File: config.mk
export PLATFORM = sky130hd
export DESIGN_NAME = flash_rst_seq
export DESIGN_NICKNAME = d
export VERILOG_FILES = /design/src/rtl/flash_rst_pkg.sv /design/src/rtl/frs_supply_mon.sv /design/src/rtl/frs_warm_qual.sv /design/src/rtl/frs_seq_fsm.sv /design/src/rtl/flash_rst_seq.sv
export SDC_FILE = /design/constraint.sdc
export NUM_CORES = 1
export LEC_CHECK = 0
export ABC_AREA = 0
export BUFFER_PORTS_ARGS = -buffer_cell sky130_fd_sc_hd__buf_2
export CAP_MARGIN = 10
export CORE_ASPECT_RATIO = 1.5
export CORE_UTILIZATION = 40
export DETAILED_ROUTE_END_ITERATION = 10
export SYNTH_ARGS = -nofsm -noshare
export SYNTH_HDL_FRONTEND = slang
export SYNTH_SLANG_ARGS = --single-unit
export TNS_END_PERCENT = 5
File: constraint.sdc
create_clock -name clk -period 3.4 [get_ports clk]
set_input_delay 0.68 -clock clk [delete_from_list [all_inputs] [get_ports clk]]
set_output_delay 0.68 -clock clk [all_outputs]
set_load 0.02 [all_outputs]
File: src/rtl/flash_rst_pkg.sv
// Package: shared types of the flash reset sequencing controller.
// Assumes: nothing beyond IEEE 1800-2017.
package flash_rst_pkg;

    // Sequencer modes: idle standby, power-up (cold) and pin (warm) reset.
    typedef enum logic [1:0] {
        SEQ_STANDBY = 2'd0,
        SEQ_COLD    = 2'd1,
        SEQ_WARM    = 2'd2
    } seq_state_e;

endpackage

File: src/rtl/frs_supply_mon.sv
// Module: frs_supply_mon
// Watches the supply-good level and signals a cold start for one cycle
// when the level rises after a low period of at least PD_CYC edges.
// Assumes: pwr_good_i is already synchronous to clk; PD_CYC >= 1.
module frs_supply_mon #(
    parameter int PD_CYC = 16
) (
    input  logic clk,
    input  logic rst_n,
    input  logic pwr_good_i,
    output logic cold_go_o
);

    localparam int LW = $clog2(PD_CYC + 1);
    localparam logic [LW-1:0] LOW_FULL = LW'(PD_CYC);

    logic [LW-1:0] low_cnt;
    logic          pg_q;

    // Count consecutive low samples (saturating) and remember the last level.
    always_ff @(posedge clk) begin
        if (!rst_n) begin
            low_cnt <= '0;
            pg_q    <= 1'b0;
        end else begin
            pg_q <= pwr_good_i;
            if (pwr_good_i) begin
                low_cnt <= '0;
            end else if (low_cnt != LOW_FULL) begin
                low_cnt <= low_cnt + 1'b1;
            end
        end
    end

    // A rising supply-good level after a long enough low period starts a cold reset.
    always_comb begin
        cold_go_o = pwr_good_i && !pg_q && (low_cnt == LOW_FULL);
    end

endmodule

File: src/rtl/frs_warm_qual.sv
// Module: frs_warm_qual
// Qualifies the shared reset pin and asks for a warm reset once the pin has
// been active for RP_CYC consecutive edges while listening is allowed.
// Assumes: all inputs synchronous to clk; RP_CYC >= 1.
module frs_warm_qual #(
    parameter int RP_CYC = 8
) (
    input  logic clk,
    input  logic rst_n,
    input  logic hw_rst_en_i,
    input  logic quad_mode_i,
    input  logic cs_n_i,
    input  logic io3_rst_n_i,
    input  logic listen_i,
    output logic rst_act_o,
    output logic warm_go_o
);

    localparam int RW = $clog2(RP_CYC + 1);
    localparam logic [RW-1:0] RUN_LAST = RW'(RP_CYC - 1);

    logic [RW-1:0] run_cnt;

    // The pin acts as reset only when enabled and not carrying quad data.
    always_comb begin
        rst_act_o = hw_rst_en_i && !io3_rst_n_i && (!quad_mode_i || cs_n_i);
        warm_go_o = listen_i && rst_act_o && (run_cnt == RUN_LAST);
    end

    // Count the run of active samples; any gap or non-listening cycle restarts it.
    always_ff @(posedge clk) begin
        if (!rst_n) begin
            run_cnt <= '0;
        end else if (listen_i && rst_act_o && !warm_go_o) begin
            run_cnt <= run_cnt + 1'b1;
        end else begin
            run_cnt <= '0;
        end
    end

endmodule

File: src/rtl/frs_seq_fsm.sv
// Module: frs_seq_fsm
// Holds the sequencer mode and the power-up, warm-process and release-hold
// timers; issues blocked and the one-cycle ready pulse.
// Assumes: cold_go_i has priority over everything; PU/RPH/RH >= 1.
module frs_seq_fsm
    import flash_rst_pkg::*;
#(
    parameter int PU_CYC  = 32,
    parameter int RPH_CYC = 16,
    parameter int RH_CYC  = 4
) (
    input  logic clk,
    input  logic rst_n,
    input  logic cold_go_i,
    input  logic warm_go_i,
    input  logic rst_act_i,
    output logic idle_o,
    output logic blocked_o,
    output logic ready_o
);

    localparam int PW = $clog2(PU_CYC + 1);
    localparam int HW = $clog2(RPH_CYC + 1);
    localparam int DW = $clog2(RH_CYC + 1);
    localparam logic [PW-1:0] PU_LAST  = PW'(PU_CYC - 1);
    localparam logic [HW-1:0] RPH_FULL = HW'(RPH_CYC);
    localparam logic [DW-1:0] RH_FULL  = DW'(RH_CYC);

    seq_state_e    state;
    logic [PW-1:0] pu_cnt;
    logic [HW-1:0] rph_cnt;
    logic [DW-1:0] rh_cnt;
    logic [HW-1:0] rph_nxt;
    logic [DW-1:0] rh_nxt;
    logic          warm_done;

    // Next values of the two warm timers: process time saturates, hold restarts on activity.
    always_comb begin
        rph_nxt = (rph_cnt == RPH_FULL) ? rph_cnt : rph_cnt + 1'b1;
        if (rst_act_i) begin
            rh_nxt = '0;
        end else begin
            rh_nxt = (rh_cnt == RH_FULL) ? rh_cnt : rh_cnt + 1'b1;
        end
        warm_done = (rph_nxt == RPH_FULL) && (rh_nxt == RH_FULL);
    end

    // Mode register and timers; a cold start overrides any mode.
    always_ff @(posedge clk) begin
        if (!rst_n) begin
            state   <= SEQ_STANDBY;
            pu_cnt  <= '0;
            rph_cnt <= '0;
            rh_cnt  <= '0;
            ready_o <= 1'b0;
        end else begin
            ready_o <= 1'b0;
            if (cold_go_i) begin
                state   <= SEQ_COLD;
                pu_cnt  <= '0;
                rph_cnt <= '0;
                rh_cnt  <= '0;
            end else begin
                unique case (state)
                    SEQ_STANDBY: begin
                        if (warm_go_i) begin
                            state   <= SEQ_WARM;
                            rph_cnt <= '0;
                            rh_cnt  <= '0;
                        end
                    end
                    SEQ_COLD: begin
                        if (pu_cnt == PU_LAST) begin
                            state   <= SEQ_STANDBY;
                            pu_cnt  <= '0;
                            ready_o <= 1'b1;
                        end else begin
                            pu_cnt <= pu_cnt + 1'b1;
                        end
                    end
                    SEQ_WARM: begin
                        if (warm_done) begin
                            state   <= SEQ_STANDBY;
                            rph_cnt <= '0;
                            rh_cnt  <= '0;
                            ready_o <= 1'b1;
                        end else begin
                            rph_cnt <= rph_nxt;
                            rh_cnt  <= rh_nxt;
                        end
                    end
                    default: begin
                        state <= SEQ_STANDBY;
                    end
                endcase
            end
        end
    end

    // Blocked whenever a sequence is running.
    always_comb begin
        idle_o    = (state == SEQ_STANDBY);
        blocked_o = !idle_o;
    end

endmodule

File: src/rtl/flash_rst_seq.sv
// Module: flash_rst_seq (top)
// Sequences cold (supply) and warm (shared pin) resets of a serial flash
// interface, blocking commands and drivers until standby is reached.
// Assumes: inputs synchronous to clk; all timing parameters >= 1 cycle.
module flash_rst_seq #(
    parameter int T_PD  = 16,
    parameter int T_PU  = 32,
    parameter int T_RP  = 8,
    parameter int T_RPH = 16,
    parameter int T_RH  = 4
) (
    input  logic clk,
    input  logic rst_n,
    input  logic pwr_good_i,
    input  logic cs_n_i,
    input  logic io3_rst_n_i,
    input  logic hw_rst_en_i,
    input  logic quad_mode_i,
    output logic blocked_o,
    output logic ready_o
);

    logic cold_go;
    logic warm_go;
    logic rst_act;
    logic idle;
    logic listen;

    // The pin is only watched in standby and not when a cold start wins this cycle.
    always_comb begin
        listen = idle && !cold_go;
    end

    frs_supply_mon #(.PD_CYC(T_PD)) u_supply (
        .clk        (clk),
        .rst_n      (rst_n),
        .pwr_good_i (pwr_good_i),
        .cold_go_o  (cold_go)
    );

    frs_warm_qual #(.RP_CYC(T_RP)) u_warm (
        .clk         (clk),
        .rst_n       (rst_n),
        .hw_rst_en_i (hw_rst_en_i),
        .quad_mode_i (quad_mode_i),
        .cs_n_i      (cs_n_i),
        .io3_rst_n_i (io3_rst_n_i),
        .listen_i    (listen),
        .rst_act_o   (rst_act),
        .warm_go_o   (warm_go)
    );

    frs_seq_fsm #(.PU_CYC(T_PU), .RPH_CYC(T_RPH), .RH_CYC(T_RH)) u_fsm (
        .clk       (clk),
        .rst_n     (rst_n),
        .cold_go_i (cold_go),
        .warm_go_i (warm_go),
        .rst_act_i (rst_act),
        .idle_o    (idle),
        .blocked_o (blocked_o),
        .ready_o   (ready_o)
    );

endmodule

==> summary.txt <==
Critical path
  • Required @ worst endpoint: 2.72 ns
  • Critical path peak fanout: 9
  • Critical Path Sink Type: output port
  • Crit Path Category: reg -> out
  • Crit path DAT: 1.40 ns
  • Worst Setup Start Kind: flop

Die
  • Core area: 3480 sq um
  • DIE WIDTH: 51.9 um
  • Io pins: 9
  • Full die area: 3980 sq um
  • Site row count: 26
  • Starting Density: 0.429
  • Die Ht: 76.8 um

Detailed routing
  • Via count: 1217
  • Iter 0 DRT Violations: 24
  • Post-DRT Antenna Nets: 0
  • Routed WL: 2.81 mm
  • Drt drc: 0
  • Vias per cell: 5.53
  • Per-cell routed wire length: 12.8 um
  • Drt first pass iters: 4

Timing
  • Hold slack final: 0.458 ns
  • Post-layout min period: 2.08 ns
  • Pins Over Slew Limit: 0
  • Final count of hold timing violations: 0
  • Sum of negative setup slack: 0 ns
  • Worst-Margin Slew: 0.505 ns
  • Crit share post-route: 0.613
  • Layout Skew: 0.00728 ns
  • Max_slew headroom: 0.663
  • RSZ-0062 raised after global routing: no
  • Setup violations, final: 0
  • Max Freq: 0.480 GHz

Synthesis
  • Syn nets: 187
  • Post-Syn Area: 1490 sq um
  • Syn Inst Count: 169
  • Synth async-reset ratio: 0
  • Synth Flop Type: dfxtp_1
  • Yosys warning total: 0
  • Synth Register Bits: 27
  • Cell variety after synth: 43
  • Mean Syn Cell Area: 8.83 sq um
  • Sequential fraction of the synthesis area: 0.362
  • EDFF count, synth: 0

Global routing
  • Initial antenna violation count: 0
  • Global-route usage over all layers: 0.159
  • Grt ovf: 0
  • First-pass GRT wire length: 5.00 mm
  • Largest net degree at the start of global routing: 17
  • Number of global-route vias before repair: 1185

Cells and area
  • Core Util, Final: 0.465
  • Total non-filler cell area in the finished layout: 1620 sq um
  • Area occupied by multi-input gates: 882 sq um
  • Area delta synth->final: 8.55%
  • Share of layout cells above drive strength 1: 0.124
  • Ant. Diodes: 0
  • Nets: 197
  • Storage element area: 541 sq um
  • # fillers: 331

Placed design
  • Post-DP HPWL: 2.17 mm
  • Final GP Congestion: 0.795
  • Placement Cell Area: 1570 sq um
  • Port-buffer cells: 8

Pwr
  • Clock power frac: 0.347
  • Int Power: 0.000414 W
  • PD cells: 335 nW/um^2
  • Switching pwr: 0.000128 W
  • Leakage: 0.639 nW
  • Power share of the sequential group: 0.592
  • Peak supply drop: 0.179 mV
  • Logic gate share of total power: 0.061
  • Switching part of the total: 0.237

Status
  • Status: finished, final reports clean

Clock network
  • # clock sinks: 27
  • Worst-Skew Late Latency: 0.28 ns
  • CTS root buf: clkbuf_8
  • CTS Buf Count: 3
  • CTS tree: yes
  • Hold buffers post-CTS: 0
  • Post-CTS Resized: 0
  • Clk pin slew, worst setup/hold paths: 0.10 ns
  • Clock Path Buffers: 2
  • Postcts setup bufs: 0
  • H-tree depth: 1

Worst hold path
  • Tightest Hold Check Type: reg -> reg

Flow run
  • Max-Cap Viols: 0
==> cell usage after synthesis (2+ instances only) <==
cell       instances  area (sq um)
a21oi_1            4          20.0
a22oi_1            2          15.0
a31oi_1            3          18.8
a32oi_1            3          26.3
and2_1             2          12.5
buf_2              2          10.0
dfxtp_1           27           541
ha_1              11           138
inv_1             15          56.3
mux2i_1            3          30.0
nand2_1           11          41.3
nand2b_1           3          18.8
nand3_1            8          40.0
nand3b_1           2          15.0
nand4_1            3          18.8
nor2_1            22          82.6
nor3_1             6          30.0
nor4_1             2          12.5
o2111ai_1          3          26.3
o21ai_0            3          15.0
o221a_2            2          22.5
xnor2_1            5          43.8
xor2_1             7          61.3
==> layout by cell type, fill, tap and decap left out, types with 2 or more instances in the layout <==
| cell type | netlist | final |
|---|---|---|
| a32oi_1 | 3 | 3 |
| and2_1 | 2 | 2 |
| a21oi_1 | 4 | 4 |
| nand3b_1 | 2 | 2 |
| a31oi_1 | 3 | 3 |
| nand2b_1 | 3 | 3 |
| o221a_2 | 2 | 2 |
| clkbuf_8 | 0 | 3 |
| nand2_1 | 11 | 11 |
| dfxtp_1 | 27 | 27 |
| buf_2 | 2 | 8 |
| ha_1 | 11 | 11 |
| nor2_1 | 22 | 22 |
| nor4_1 | 2 | 2 |
| nand4_1 | 3 | 3 |
| nand3_1 | 8 | 8 |
| nor3_1 | 6 | 6 |
| xor2_1 | 7 | 7 |
| o21ai_0 | 3 | 3 |
| o2111ai_1 | 3 | 3 |
| xnor2_1 | 5 | 5 |
| inv_1 | 15 | 15 |
| mux2i_1 | 3 | 3 |
| a22oi_1 | 2 | 2 |
==> power groups by stage <==
stage          clock, W  sequential (W)  combinational, W
6_report       0.000188        0.000321         0.0000333
5_1_grt        0.000207        0.000322         0.0000374
4_1_cts        0.000195        0.000321         0.0000337
3_5_place_dp          0        0.000329         0.0000334
3_3_place_gp          0        0.000328         0.0000323
2_1_floorplan         0        0.000328         0.0000232
==> routing by layer <==
metal / global-route usage / share of wire / up-vias
met4: 0.0703 / 0.017 / 0
met1: 0.188 / 0.43 / 577
met2: 0.274 / 0.52 / 22
li1: - / - / 613
met3: 0.0218 / 0.033 / 5
met5: 0 / 0 / -
==> sequential cells by signal, summed over array words and instances (netlist names) <==
signal and cells:
u_supply.low_cnt 5, u_fsm.ready_o 1, u_supply.pg_q 1, u_fsm.rh_cnt 3, u_fsm.rph_cnt 5, u_warm.run_cnt 4
u_fsm.pu_cnt 6, u_fsm.state 2
==> layout make-up <==
| type | instances | share of cell area |
|---|---|---|
| Clock buffer | 3 | 0.0255 |
| Clock inverter | 1 | 0.00463 |
| Inverter | 15 | 0.0347 |
| Multi-Input combinational cell | 124 | 0.544 |
| Sequential cell | 27 | 0.334 |
| Tap cell | 42 | 0.0324 |
| Timing Repair Buffer | 8 | 0.0247 |
==> through the flow <==
step / cells / total power (W) / setup slack (ns)
6_report: 220 / 0.000543 / 1.32
3_5_place_dp: 216 / 0.000362 / 1.34
2_1_floorplan: 169 / 0.000351 / 1.56
5_1_grt: 220 / 0.000566 / 1.21
3_3_place_gp: 216 / 0.000361 / 1.41
4_1_cts: 220 / 0.000549 / 1.32
==> critical path, cell delays in order, from the launching register on <==
cell and delay, ns:
dfxtp_1 0.34, inv_1 0.08, ha_1 0.38, inv_1 0.13, buf_2 0.19
==> path summary, 6_finish.rpt <==
| path | from | to | slack, ns | cells past startpoint |
|---|---|---|---|---|
| setup reg to reg | u_fsm.rph_cnt[0] | u_fsm.ready_o | 1.50 | 7 |
| hold / removal | u_warm.run_cnt[0] | u_warm.run_cnt[0] | 0.46 | 1 |
| setup / recovery | u_fsm.state[0] | blocked_o | 1.32 | 4 |
| hold reg to reg | u_warm.run_cnt[0] | u_warm.run_cnt[0] | 0.46 | 1 |
==> logic make-up (layout without fill, tap and decap cells) <==
family                   Yosys count  count (layout)  share of synthesized area
adder cells (fa/ha/maj)           11              11                     0.0922
flip-flops                        27              27                      0.362
AO/OA/AOI/OAI                     28              28                      0.150
AND/OR/NAND/NOR                   70              70                      0.258
XOR/XNOR                          12              12                     0.0704
buffers and inverters             18              27                     0.0469
multiplexers                       3               3                     0.0201
No activity file was read; power rests on OpenSTA's default activity.
